### config.mk
export PLATFORM = sky130hd
export DESIGN_NAME = brk_match_unit
export DESIGN_NICKNAME = d
export VERILOG_FILES = /design/src/rtl/brkm_pkg.sv /design/src/rtl/brkm_comparator.sv /design/src/rtl/brkm_regfile.sv /design/src/rtl/brkm_trap_ctl.sv /design/src/rtl/brk_match_unit.sv
export SDC_FILE = /design/constraint.sdc
export NUM_CORES = 1
export LEC_CHECK = 0
export ABC_AREA = 1
export BUFFER_PORTS_ARGS = -buffer_cell sky130_fd_sc_hd__buf_2
export CORE_MARGIN = 2
export CORE_UTILIZATION = 50
export CTS_BUF_LIST = sky130_fd_sc_hd__clkbuf_8 sky130_fd_sc_hd__clkbuf_16
export DETAILED_ROUTE_END_ITERATION = 6
export GPL_TIMING_DRIVEN = 1
export PLACE_DENSITY = 0.68
export SKIP_CTS_REPAIR_TIMING = 1
export SYNTH_ARGS = -nofsm -noshare
export SYNTH_HDL_FRONTEND = slang
export SYNTH_SLANG_ARGS = --single-unit
### constraint.sdc
create_clock -name clk -period 2.6 [get_ports clk]
set_input_delay 0.52 -clock clk [delete_from_list [all_inputs] [get_ports clk]]
set_output_delay 0.52 -clock clk [all_outputs]
set_load 0.02 [all_outputs]
### src/rtl/brkm_pkg.sv
package brkm_pkg;

   // access kinds presented by the core
   localparam logic [1:0] KIND_FETCH = 2'b00;
   localparam logic [1:0] KIND_WRITE = 2'b01;
   localparam logic [1:0] KIND_READ  = 2'b10;
   localparam logic [1:0] KIND_IDLE  = 2'b11;

   // breakpoint access-type codes
   localparam logic [1:0] TYP_EXEC = 2'b00;
   localparam logic [1:0] TYP_WR   = 2'b01;
   localparam logic [1:0] TYP_RSVD = 2'b10;
   localparam logic [1:0] TYP_RW   = 2'b11;

   // control field slot per breakpoint in the control register
   localparam int CFG_SLOT = 8;
   // stored bits per breakpoint
   localparam int CFG_W    = 5;
   // status bit carrying the single-step cause
   localparam int STEP_BIT = 8;
   localparam int MAX_BP   = 8;

   typedef struct packed {
      logic [1:0] len;
      logic [1:0] typ;
      logic       en;
   } bp_cfg_t;

endpackage

### src/rtl/brkm_comparator.sv
module brkm_comparator
   import brkm_pkg::*;
#(
   parameter int AW = 32
) (
   input  logic [AW-1:0] bp_addr,
   input  logic [1:0]    typ,
   input  logic [1:0]    len,
   input  logic          acc_valid,
   input  logic [1:0]    acc_kind,
   input  logic [AW-1:0] acc_addr,
   output logic          hit
);

   logic          kind_ok;
   logic [1:0]    low_keep;
   logic [AW-1:0] cmp_mask;
   logic          addr_eq;

   always_comb begin
      unique case (typ)
         TYP_EXEC: kind_ok = (acc_kind == KIND_FETCH);
         TYP_WR:   kind_ok = (acc_kind == KIND_WRITE);
         TYP_RW:   kind_ok = (acc_kind == KIND_WRITE) || (acc_kind == KIND_READ);
         default:  kind_ok = 1'b0;
      endcase
   end

   // length selects how many low address bits take part in the compare
   always_comb begin
      unique case (len)
         2'b00:   low_keep = 2'b11;
         2'b01:   low_keep = 2'b10;
         default: low_keep = 2'b00;
      endcase
   end

   assign cmp_mask = {{(AW-2){1'b1}}, low_keep};
   assign addr_eq  = ((bp_addr ^ acc_addr) & cmp_mask) == '0;
   assign hit      = acc_valid && kind_ok && addr_eq;

endmodule

### src/rtl/brkm_regfile.sv
module brkm_regfile
   import brkm_pkg::*;
#(
   parameter int NUM_BP = 4,
   parameter int XLEN   = 32,
   parameter int SEL_W  = 3
) (
   input  logic                    clk,
   input  logic                    rst_n,
   input  logic                    reg_we,
   input  logic [SEL_W-1:0]        reg_sel,
   input  logic [XLEN-1:0]         reg_wdata,
   output logic [XLEN-1:0]         reg_rdata,
   input  logic [NUM_BP-1:0]       hw_hits,
   input  logic                    hw_step,
   output logic [NUM_BP*XLEN-1:0]  bp_addr,
   output logic [NUM_BP*CFG_W-1:0] ctrl,
   output logic [NUM_BP-1:0]       stat_hits,
   output logic                    stat_step
);

   localparam logic [SEL_W-1:0] SEL_CTRL = SEL_W'(NUM_BP);
   localparam logic [SEL_W-1:0] SEL_STAT = SEL_W'(NUM_BP + 1);

   logic ctrl_we;
   logic stat_we;

   assign ctrl_we = reg_we && (reg_sel == SEL_CTRL);
   assign stat_we = reg_we && (reg_sel == SEL_STAT);

   for (genvar i = 0; i < NUM_BP; i++) begin : g_bp
      always_ff @(posedge clk or negedge rst_n) begin
         if (!rst_n) begin
            bp_addr[i*XLEN +: XLEN] <= '0;
            ctrl[i*CFG_W +: CFG_W]  <= '0;
         end else begin
            if (reg_we && (reg_sel == SEL_W'(i)))
               bp_addr[i*XLEN +: XLEN] <= reg_wdata;
            if (ctrl_we)
               ctrl[i*CFG_W +: CFG_W] <= reg_wdata[i*CFG_SLOT +: CFG_W];
         end
      end
   end

   // sticky status: software write replaces, hardware set wins
   always_ff @(posedge clk or negedge rst_n) begin
      if (!rst_n) begin
         stat_hits <= '0;
         stat_step <= 1'b0;
      end else begin
         stat_hits <= (stat_we ? reg_wdata[NUM_BP-1:0] : stat_hits) | hw_hits;
         stat_step <= (stat_we ? reg_wdata[STEP_BIT]   : stat_step) | hw_step;
      end
   end

   always_comb begin
      reg_rdata = '0;
      for (int i = 0; i < NUM_BP; i++) begin
         if (reg_sel == SEL_W'(i))
            reg_rdata = bp_addr[i*XLEN +: XLEN];
      end
      if (reg_sel == SEL_CTRL) begin
         for (int i = 0; i < NUM_BP; i++)
            reg_rdata[i*CFG_SLOT +: CFG_W] = ctrl[i*CFG_W +: CFG_W];
      end
      if (reg_sel == SEL_STAT) begin
         reg_rdata[NUM_BP-1:0] = stat_hits;
         reg_rdata[STEP_BIT]   = stat_step;
      end
   end

endmodule

### src/rtl/brkm_trap_ctl.sv
module brkm_trap_ctl #(
   parameter int NUM_BP = 4
) (
   input  logic              clk,
   input  logic              rst_n,
   input  logic [NUM_BP-1:0] hits,
   input  logic [NUM_BP-1:0] enables,
   input  logic              is_fetch,
   input  logic              resume_set,
   input  logic              retire,
   input  logic              trap_flag,
   output logic [NUM_BP-1:0] rec_hits,
   output logic              step,
   output logic              dbg_req
);

   logic rf_q;
   logic suppress;

   always_ff @(posedge clk or negedge rst_n) begin
      if (!rst_n)          rf_q <= 1'b0;
      else if (resume_set) rf_q <= 1'b1;
      else if (retire)     rf_q <= 1'b0;
   end

   assign suppress = rf_q && is_fetch;
   assign rec_hits = suppress ? '0 : hits;
   assign step     = retire && trap_flag;

   always_ff @(posedge clk or negedge rst_n) begin
      if (!rst_n) dbg_req <= 1'b0;
      else        dbg_req <= (|(rec_hits & enables)) || step;
   end

   assert_resume_blocks_fetch_R10 : assert property (
      @(posedge clk) disable iff (!rst_n)
      (rf_q && is_fetch && !(retire && trap_flag)) |=> !dbg_req);

   assert_resume_clears_on_retire_R10 : assert property (
      @(posedge clk) disable iff (!rst_n)
      (retire && !resume_set) |=> !rf_q);

endmodule

### src/rtl/brk_match_unit.sv
module brk_match_unit
   import brkm_pkg::*;
#(
   parameter int NUM_BP = 4,
   parameter int XLEN   = 32,
   localparam int SEL_W = $clog2(NUM_BP + 2)
) (
   input  logic             clk,
   input  logic             rst_n,
   input  logic             reg_we,
   input  logic [SEL_W-1:0] reg_sel,
   input  logic [XLEN-1:0]  reg_wdata,
   output logic [XLEN-1:0]  reg_rdata,
   input  logic             acc_valid,
   input  logic [1:0]       acc_kind,
   input  logic [XLEN-1:0]  acc_addr,
   input  logic             retire,
   input  logic             trap_flag,
   input  logic             resume_set,
   output logic             dbg_req
);

   localparam logic [SEL_W-1:0] SEL_STAT = SEL_W'(NUM_BP + 1);

   // elaboration-time parameter checks
   if (NUM_BP < 1 || NUM_BP > MAX_BP) begin : g_bad_num_bp
      $error("brk_match_unit: NUM_BP must lie in 1..8");
   end
   if (XLEN < CFG_SLOT * NUM_BP || XLEN <= STEP_BIT) begin : g_bad_xlen
      $error("brk_match_unit: XLEN too narrow for control and status layout");
   end

   logic [NUM_BP*XLEN-1:0]  bp_addr;
   logic [NUM_BP*CFG_W-1:0] ctrl;
   logic [NUM_BP-1:0]       hits;
   logic [NUM_BP-1:0]       enables;
   logic [NUM_BP-1:0]       rec_hits;
   logic [NUM_BP-1:0]       stat_hits;
   logic                    stat_step;
   logic                    step;
   logic                    is_fetch;
   bp_cfg_t                 cfg [NUM_BP];

   assign is_fetch = acc_valid && (acc_kind == KIND_FETCH);

   brkm_regfile #(
      .NUM_BP (NUM_BP),
      .XLEN   (XLEN),
      .SEL_W  (SEL_W)
   ) u_regs (
      .clk       (clk),
      .rst_n     (rst_n),
      .reg_we    (reg_we),
      .reg_sel   (reg_sel),
      .reg_wdata (reg_wdata),
      .reg_rdata (reg_rdata),
      .hw_hits   (rec_hits),
      .hw_step   (step),
      .bp_addr   (bp_addr),
      .ctrl      (ctrl),
      .stat_hits (stat_hits),
      .stat_step (stat_step)
   );

   for (genvar i = 0; i < NUM_BP; i++) begin : g_cmp
      assign cfg[i]     = bp_cfg_t'(ctrl[i*CFG_W +: CFG_W]);
      assign enables[i] = cfg[i].en;

      brkm_comparator #(
         .AW (XLEN)
      ) u_cmp (
         .bp_addr   (bp_addr[i*XLEN +: XLEN]),
         .typ       (cfg[i].typ),
         .len       (cfg[i].len),
         .acc_valid (acc_valid),
         .acc_kind  (acc_kind),
         .acc_addr  (acc_addr),
         .hit       (hits[i])
      );

      assert_reserved_type_silent_R4 : assert property (
         @(posedge clk) disable iff (!rst_n)
         (cfg[i].typ == TYP_RSVD) |-> !hits[i]);
   end

   brkm_trap_ctl #(
      .NUM_BP (NUM_BP)
   ) u_trap (
      .clk        (clk),
      .rst_n      (rst_n),
      .hits       (hits),
      .enables    (enables),
      .is_fetch   (is_fetch),
      .resume_set (resume_set),
      .retire     (retire),
      .trap_flag  (trap_flag),
      .rec_hits   (rec_hits),
      .step       (step),
      .dbg_req    (dbg_req)
   );

   assert_status_sticky_R9 : assert property (
      @(posedge clk) disable iff (!rst_n)
      !(reg_we && reg_sel == SEL_STAT) |=>
         ((stat_hits & $past(stat_hits)) == $past(stat_hits)));

   assert_step_traps_R8 : assert property (
      @(posedge clk) disable iff (!rst_n)
      (retire && trap_flag) |=> (dbg_req && stat_step));

   assert_req_has_cause_R7 : assert property (
      @(posedge clk) disable iff (!rst_n)
      dbg_req |-> $past(acc_valid || (retire && trap_flag)));

   assert_no_access_no_record_R11 : assert property (
      @(posedge clk) disable iff (!rst_n)
      (!acc_valid && !reg_we) |=> (stat_hits == $past(stat_hits)));

endmodule

==> flow_summary_export.csv, run 1 <==
group,metric,value,unit
cells_and_area,fin_nets,1429,
timing,setup_violations,0,
timing,post-route-period-util,0.931,
placed_design,dpl.hpwl,23.8,mm
synth,synth_top_area_cell,"dfrtp_1",
timing,worst_slack,0.180,ns
synth,synth_area_leaders,"dfrtp_1 44%, nand2_1 19%, inv_1 7.2%, o21ai_0 4.9%, o21ai_1 4.7%",
synth,ys_seq_area_frac,0.438,
timing,clock.fmax,0.413,GHz
run,cap_violations,0,
cells_and_area,drive_above_1_share,0.130,
detailed_routing,ant_nets,0,
timing,fin_worst_skew,0.00649,ns
setup_path,criticalPathCategory,"input port to output port",
detailed_routing,viasPerCell,5.50,
clocking,clock-sinks,155,
setup_path,arrival,1.90,ns
detailed_routing,drcViolationCount,0,
synth,synth_area,8860,µm²
cells_and_area,area_delta_synth_final,15.1,%
setup_path,critPathSlowestCell,"inv_2",
die,die_area,18800,µm²
setup_path,start_kind,"input port",
global_route,grt_first_pass_wirelength,47.3,mm
worst_hold_path,hp-class,"input port to asynchronous set/reset pin",
die,die_y,137,µm
global_route,overflow,0,
placed_design,placed_cell_area,9640,µm²
detailed_routing,drt_iter0_drc,914,
cells_and_area,nFillCells,1692,
cells_and_area,n_antenna_cell,0,
die,fp.dieW,137,µm
synth,ys_warn_count,0,
setup_path,critical_path.max_stage_delay,0.37,ns
synth,synth_top_area_share,0.438,
cells_and_area,final_area,10200,µm²
power_and_ir_drop,ir_drop,0.000705,V
detailed_routing,avgRoutedWirePerCell,19.9,µm
synth,synth_cell_type_count,34,
clocking,worstSkewPairLatency,0.43,ns
detailed_routing,via_count,8746,
clocking,cts_tree,"done",
setup_path,required,2.08,ns
timing,maxSlewViolCount,0,
timing,worst_pin_slew,0.698,ns
timing,hold_ws,0.0325,ns
die,io-pin-count,109,
setup_path,path_cells,"buf_2 -> nor2_2 -> nand2_4 -> inv_2 -> a221oi_1 -> o21ai_0 -> buf_2",
global_route,grt.total_usage,0.351,
setup_path,crit_top_cell,"buf_2",
placed_design,placed_cells,1557,
cells_and_area,fin_util,0.589,
run_status,status,"finished clean",
detailed_routing,first_pass_iters,7,
setup_path,reg2reg_slack,0.74,ns
placed_design,dp_slack,0.200,ns
die,rows,48,
die,coreArea,17300,µm²
synth,syn_nets,1322,
detailed_routing,routed_wl,31.6,mm
timing,hold_viol,0,
timing,relSlewSlack,0.535,
placed_design,io_buffers,108,
clocking,clk_path_buf_depth,2,
synth,synth.avg_cell_area,7.12,µm²
clocking,cts_root_buffer,"clkbuf_16",
power_and_ir_drop,p_leak,5.33,nW
cells_and_area,stdcell_count,1589,
clocking,path_clk_slew,0.07,ns
timing,min_period,2.42,ns
setup_path,path_max_fanout,15,
setup_path,cp-end-kind,"output port",
power_and_ir_drop,fin_total_pwr,7.59,mW
clocking,numCtsBuffers,17,
global_route,grt_pass1_vias,8005,
synth,synth-seq-cells,155,
synth,netlist_instances,1244,
global_route,grt_max_degree,65,
placed_design,gp_congestion,1.02,
die,start_util,0.512,
power_and_ir_drop,p_per_area,745,nW/µm²
timing,rsz0062_at_grt,"no",
clocking,cts_htree_levels,4,
timing,fin_tns_setup,0,ns
global_route,antenna_found_initial,1,
[synthesized netlist by cell type (all sizes together)]
cell type / number
o21ai: 170
o2111ai: 2
ha: 2
nand2: 454
xnor2: 18
inv: 176
nand3: 23
nand4: 17
nor2: 87
o22ai: 14
o221ai: 1
a221oi: 16
a22o: 1
a21oi: 19
nor3: 1
xor2: 11
o21bai: 3
a21boi: 1
a22oi: 2
or2: 2
buf: 32
dfrtp: 155
clkbuf: 8
o211ai: 26
nand3b: 3
[registers in the layout (all words and copies together) (netlist names)]
| name | cells |
|---|---|
| u_regs.stat_hits | 4 |
| u_trap.dbg_req | 1 |
| u_trap.rf_q | 1 |
| u_regs.ctrl | 20 |
| u_regs.bp_addr | 128 |
| u_regs.stat_step | 1 |
[power by group]
group,internal (mW),switching [mW]
logic,0.659,1.18
clock network,1.31,1.07
registers,2.86,0.513
[cell families after synthesis]
| group | count (synthesis) | synth area share |
|---|---|---|
| flip-flops | 155 | 0.438 |
| adder cells (fa/ha/maj) | 2 | 0.00283 |
| buffers and inverters | 216 | 0.102 |
| XOR/XNOR | 29 | 0.0287 |
| AO/OA/AOI/OAI | 255 | 0.164 |
| AND/OR/NAND/NOR | 587 | 0.265 |
[final cells by class]
class | instances | area [µm²] | area share
timing repair buffer | 128 | 747 | 0.0733
clock buffer | 17 | 425 | 0.0417
tap | 225 | 282 | 0.0276
sequential | 155 | 3880 | 0.380
clock inverter | 15 | 126 | 0.0124
multi-input combinational | 873 | 4070 | 0.399
inverter | 176 | 663 | 0.0650
[worst max-delay path, delay by kind of cell]
family                 cells  cell delay (ns)
buffers and inverters      3             0.72
AND/OR/NAND/NOR            2             0.32
AO/OA/AOI/OAI              2             0.31
[final timing paths]
path	startpoint	to	cells past startpoint
worst max-delay path	reg_sel[0]	reg_rdata[30]	7
worst min-delay path	rst_n	u_regs.bp_addr[84]	1
worst max register to register	u_trap.rf_q	u_trap.dbg_req	9
worst min register to register	u_regs.bp_addr[37]	u_regs.bp_addr[37]	2
max in group asynchronous	rst_n	u_regs.bp_addr[125]	2
min in group clk	retire	u_trap.rf_q	2
[placed cells by master, fill, tap and decap left out, drive strengths merged]
cell type,count
a22oi,2
o21bai,3
bufinv,1
nor3,1
a221oi,16
ha,2
a22o,1
xor2,11
nor2,87
o2111ai,2
buf,128
nand2,454
clkinvlp,4
o21ai,170
or2,2
clkinv,5
nand3b,3
nand4,17
nand3,23
a21boi,1
o22ai,14
dfrtp,155
clkbuf,17
xnor2,18
o211ai,26
inv,181
o221ai,1
a21oi,19
[layer usage]
| layer | up-vias | routed length [µm] | track usage |
|---|---|---|---|
| met5 | - | 0 | 0 |
| met4 | 0 | 1230 | 0.145 |
| met3 | 78 | 2860 | 0.0863 |
| met2 | 421 | 14100 | 0.523 |
| met1 | 4079 | 13400 | 0.490 |
| li1 | 4168 | - | - |
Note: power is estimated with default switching activity, not from simulation.
==> inputs of run 2 (changes only) <==
--- a/config.mk
+++ b/config.mk
@@ -13,4 +13,5 @@
 export DETAILED_ROUTE_END_ITERATION = 6
 export GPL_TIMING_DRIVEN = 1
+export HOLD_SLACK_MARGIN = 0.08
 export PLACE_DENSITY = 0.68
 export SKIP_CTS_REPAIR_TIMING = 1
==> constraint.sdc (replaced) <==
create_clock -name clk -period 2.6 [get_ports clk]
set_input_delay 0.52 -clock clk [delete_from_list [all_inputs] [get_ports clk]]
set_output_delay 0.52 -clock clk [all_outputs]
set_load 0.1 [all_outputs]
==> run 2 against run 1 <==
Non-clock buffer count is 2 higher. Cell area up 5.8%. Die area is the same. Clock-buffer cell count stayed put. Sequential share of layout area decreased by 2.1 points. Clock power is 6% higher. Routed wire length up 0.80%. Largest power group unchanged. The run now ends with DRC left.
==> flow_summary_export.csv, run 2 (same netlist as run 1, synthesis figures left out) <==
group,metric,value,unit
clocking,clock-sinks,155,
cells_and_area,fin_nets,1431,
cells_and_area,multi_input_area,4090,µm²
cells_and_area,final_area,10800,µm²
run_status,failed_checks,"DRC",
timing,hold_viol,0,
timing,min_period,2.51,ns
cells_and_area,top_register,"u_regs.bp_addr",
detailed_routing,drcViolationCount,3,
detailed_routing,viasPerCell,5.53,
timing,relSlewSlack,0.655,
cells_and_area,final_common_cell,"nand2_1",
run_status,status,"complete, but fails checks",
die,rows,48,
clocking,numCtsBuffers,17,
die,coreArea,17300,µm²
setup_path,start_kind,"input port",
cells_and_area,area_delta_synth_final,21.8,%
setup_path,reg2reg_from,"u_trap.rf_q",
placed_design,placed_cells,1558,
timing,clock.fmax,0.398,GHz
cells_and_area,nFillCells,1632,
global_route,overflow,0,
detailed_routing,avgRoutedWirePerCell,20.0,µm
placed_design,dp_slack,0.105,ns
cells_and_area,stdcell_count,1591,
detailed_routing,first_pass_iters,7,
clocking,cts_root_buffer,"clkbuf_16",
setup_path,required,2.08,ns
placed_design,io_buffers,108,
die,start_util,0.512,
setup_path,path_max_fanout,16,
timing,maxSlewViolCount,0,
placed_design,dpl.hpwl,24.1,mm
detailed_routing,drt_iter0_drc,1211,
setup_path,critPathSlowestCell,"a221oi_1",
placed_design,placed_cell_area,10200,µm²
setup_path,startpoint,"reg_sel[2]",
clocking,path_clk_slew,0.06,ns
global_route,grt_max_degree,93,
power_and_ir_drop,p_per_area,787,nW/µm²
timing,fin_worst_skew,0.00824,ns
power_and_ir_drop,fin_total_pwr,8.48,mW
clocking,cts_tree,"done",
clocking,cts_htree_levels,4,
worst_hold_path,hp-start,"retire",
global_route,grt.total_usage,0.357,
timing,worst_slack,0.0866,ns
setup_path,critical_path.max_stage_delay,0.30,ns
die,fp.dieW,137,µm
power_and_ir_drop,p_leak,5.47,nW
global_route,use_met2,0.533,
cells_and_area,seq_area,3880,µm²
detailed_routing,via_count,8805,
setup_path,criticalPathCategory,"input port to output port",
cells_and_area,final_cell_mix,"445 x nand2_1, 169 x inv_1, 155 x dfrtp_1",
setup_path,path_cells,"buf_2 -> clkinvlp_4 -> nand2_4 -> inv_4 -> a221oi_1 -> o2111ai_1 -> buf_12",
worst_hold_path,hp-class,"input port to register",
die,die_area,18800,µm²
clocking,worstSkewPairLatency,0.44,ns
global_route,antenna_found_initial,0,
setup_path,cp-end-kind,"output port",
global_route,grt_pass1_vias,8217,
die,io-pin-count,109,
timing,setup_violations,0,
detailed_routing,routed_wl,31.9,mm
cells_and_area,drive_above_1_share,0.133,
placed_design,gp_congestion,1.02,
global_route,met1_usage,0.504,
cells_and_area,largest_reg_flops,128,
setup_path,arrival,1.99,ns
cells_and_area,n_antenna_cell,0,
detailed_routing,ant_nets,0,
global_route,grt_first_pass_wirelength,48.8,mm
cells_and_area,top_regs,"u_regs.bp_addr: 128 flops, u_regs.ctrl: 20 flops, u_regs.stat_hits: 4 flops",
run,cap_violations,0,
global_route,busiest_layer,"met2",
timing,rsz0062_at_grt,"no",
power_and_ir_drop,ir_drop,0.000816,V
global_route,met3_usage,0.0685,
clocking,clk_path_buf_depth,2,
die,die_y,137,µm
timing,post-route-period-util,0.967,
timing,worst_pin_slew,0.518,ns
run 2: final cells by class:
class	count	share of cell area
clock buffers	17	0.0394
clock inverters	15	0.0153
inverters	176	0.0625
multi-input cells	873	0.379
flip-flops and latches	155	0.360
well taps	225	0.0261
repair buffers	130	0.118
run 2: path summary, 6_finish.rpt:
check                                      end  slack (ns)  cells after the start
max                               reg_rdata[1]        0.09                      7
min                                u_trap.rf_q        0.28                      2
max reg2reg                     u_trap.dbg_req        0.75                      9
min reg2reg                 u_regs.bp_addr[37]        0.49                      2
max in group asynchronous   u_regs.bp_addr[73]        1.49                      3
min in group asynchronous  u_regs.bp_addr[118]        0.43                      2
run 2: layer usage:
layer	vias to the layer above	wire, µm
met5	-	0
met4	0	1420
met3	90	2910
met2	478	14000
met1	4058	13500
li1	4179	-
run 2: worst max-delay path, delay by kind of cell:
| family | cells | cell delay, ns |
|---|---|---|
| buffers and inverters | 4 | 0.70 |
| AOI/OAI and AO/OA | 2 | 0.55 |
| and+or+nand+nor | 1 | 0.20 |
run 2: metrics by stage:
stage | util | hold slack, ns | setup TNS, ns
2_1_floorplan | - | 0.224 | -5.42
3_3_place_gp | 0.589 | 0.307 | 0
3_5_place_dp | 0.589 | 0.306 | 0
4_1_cts | 0.623 | -0.146 | 0
5_1_grt | 0.624 | 0.274 | 0
6_report | 0.624 | 0.283 | 0
run 2: power by group:
group          internal [mW]  switching [mW]  total, mW
Combinational          0.887            1.71       2.59
Sequential              2.86           0.506       3.36
Clock                   1.43            1.10       2.53
Total                   5.18            3.31       8.48
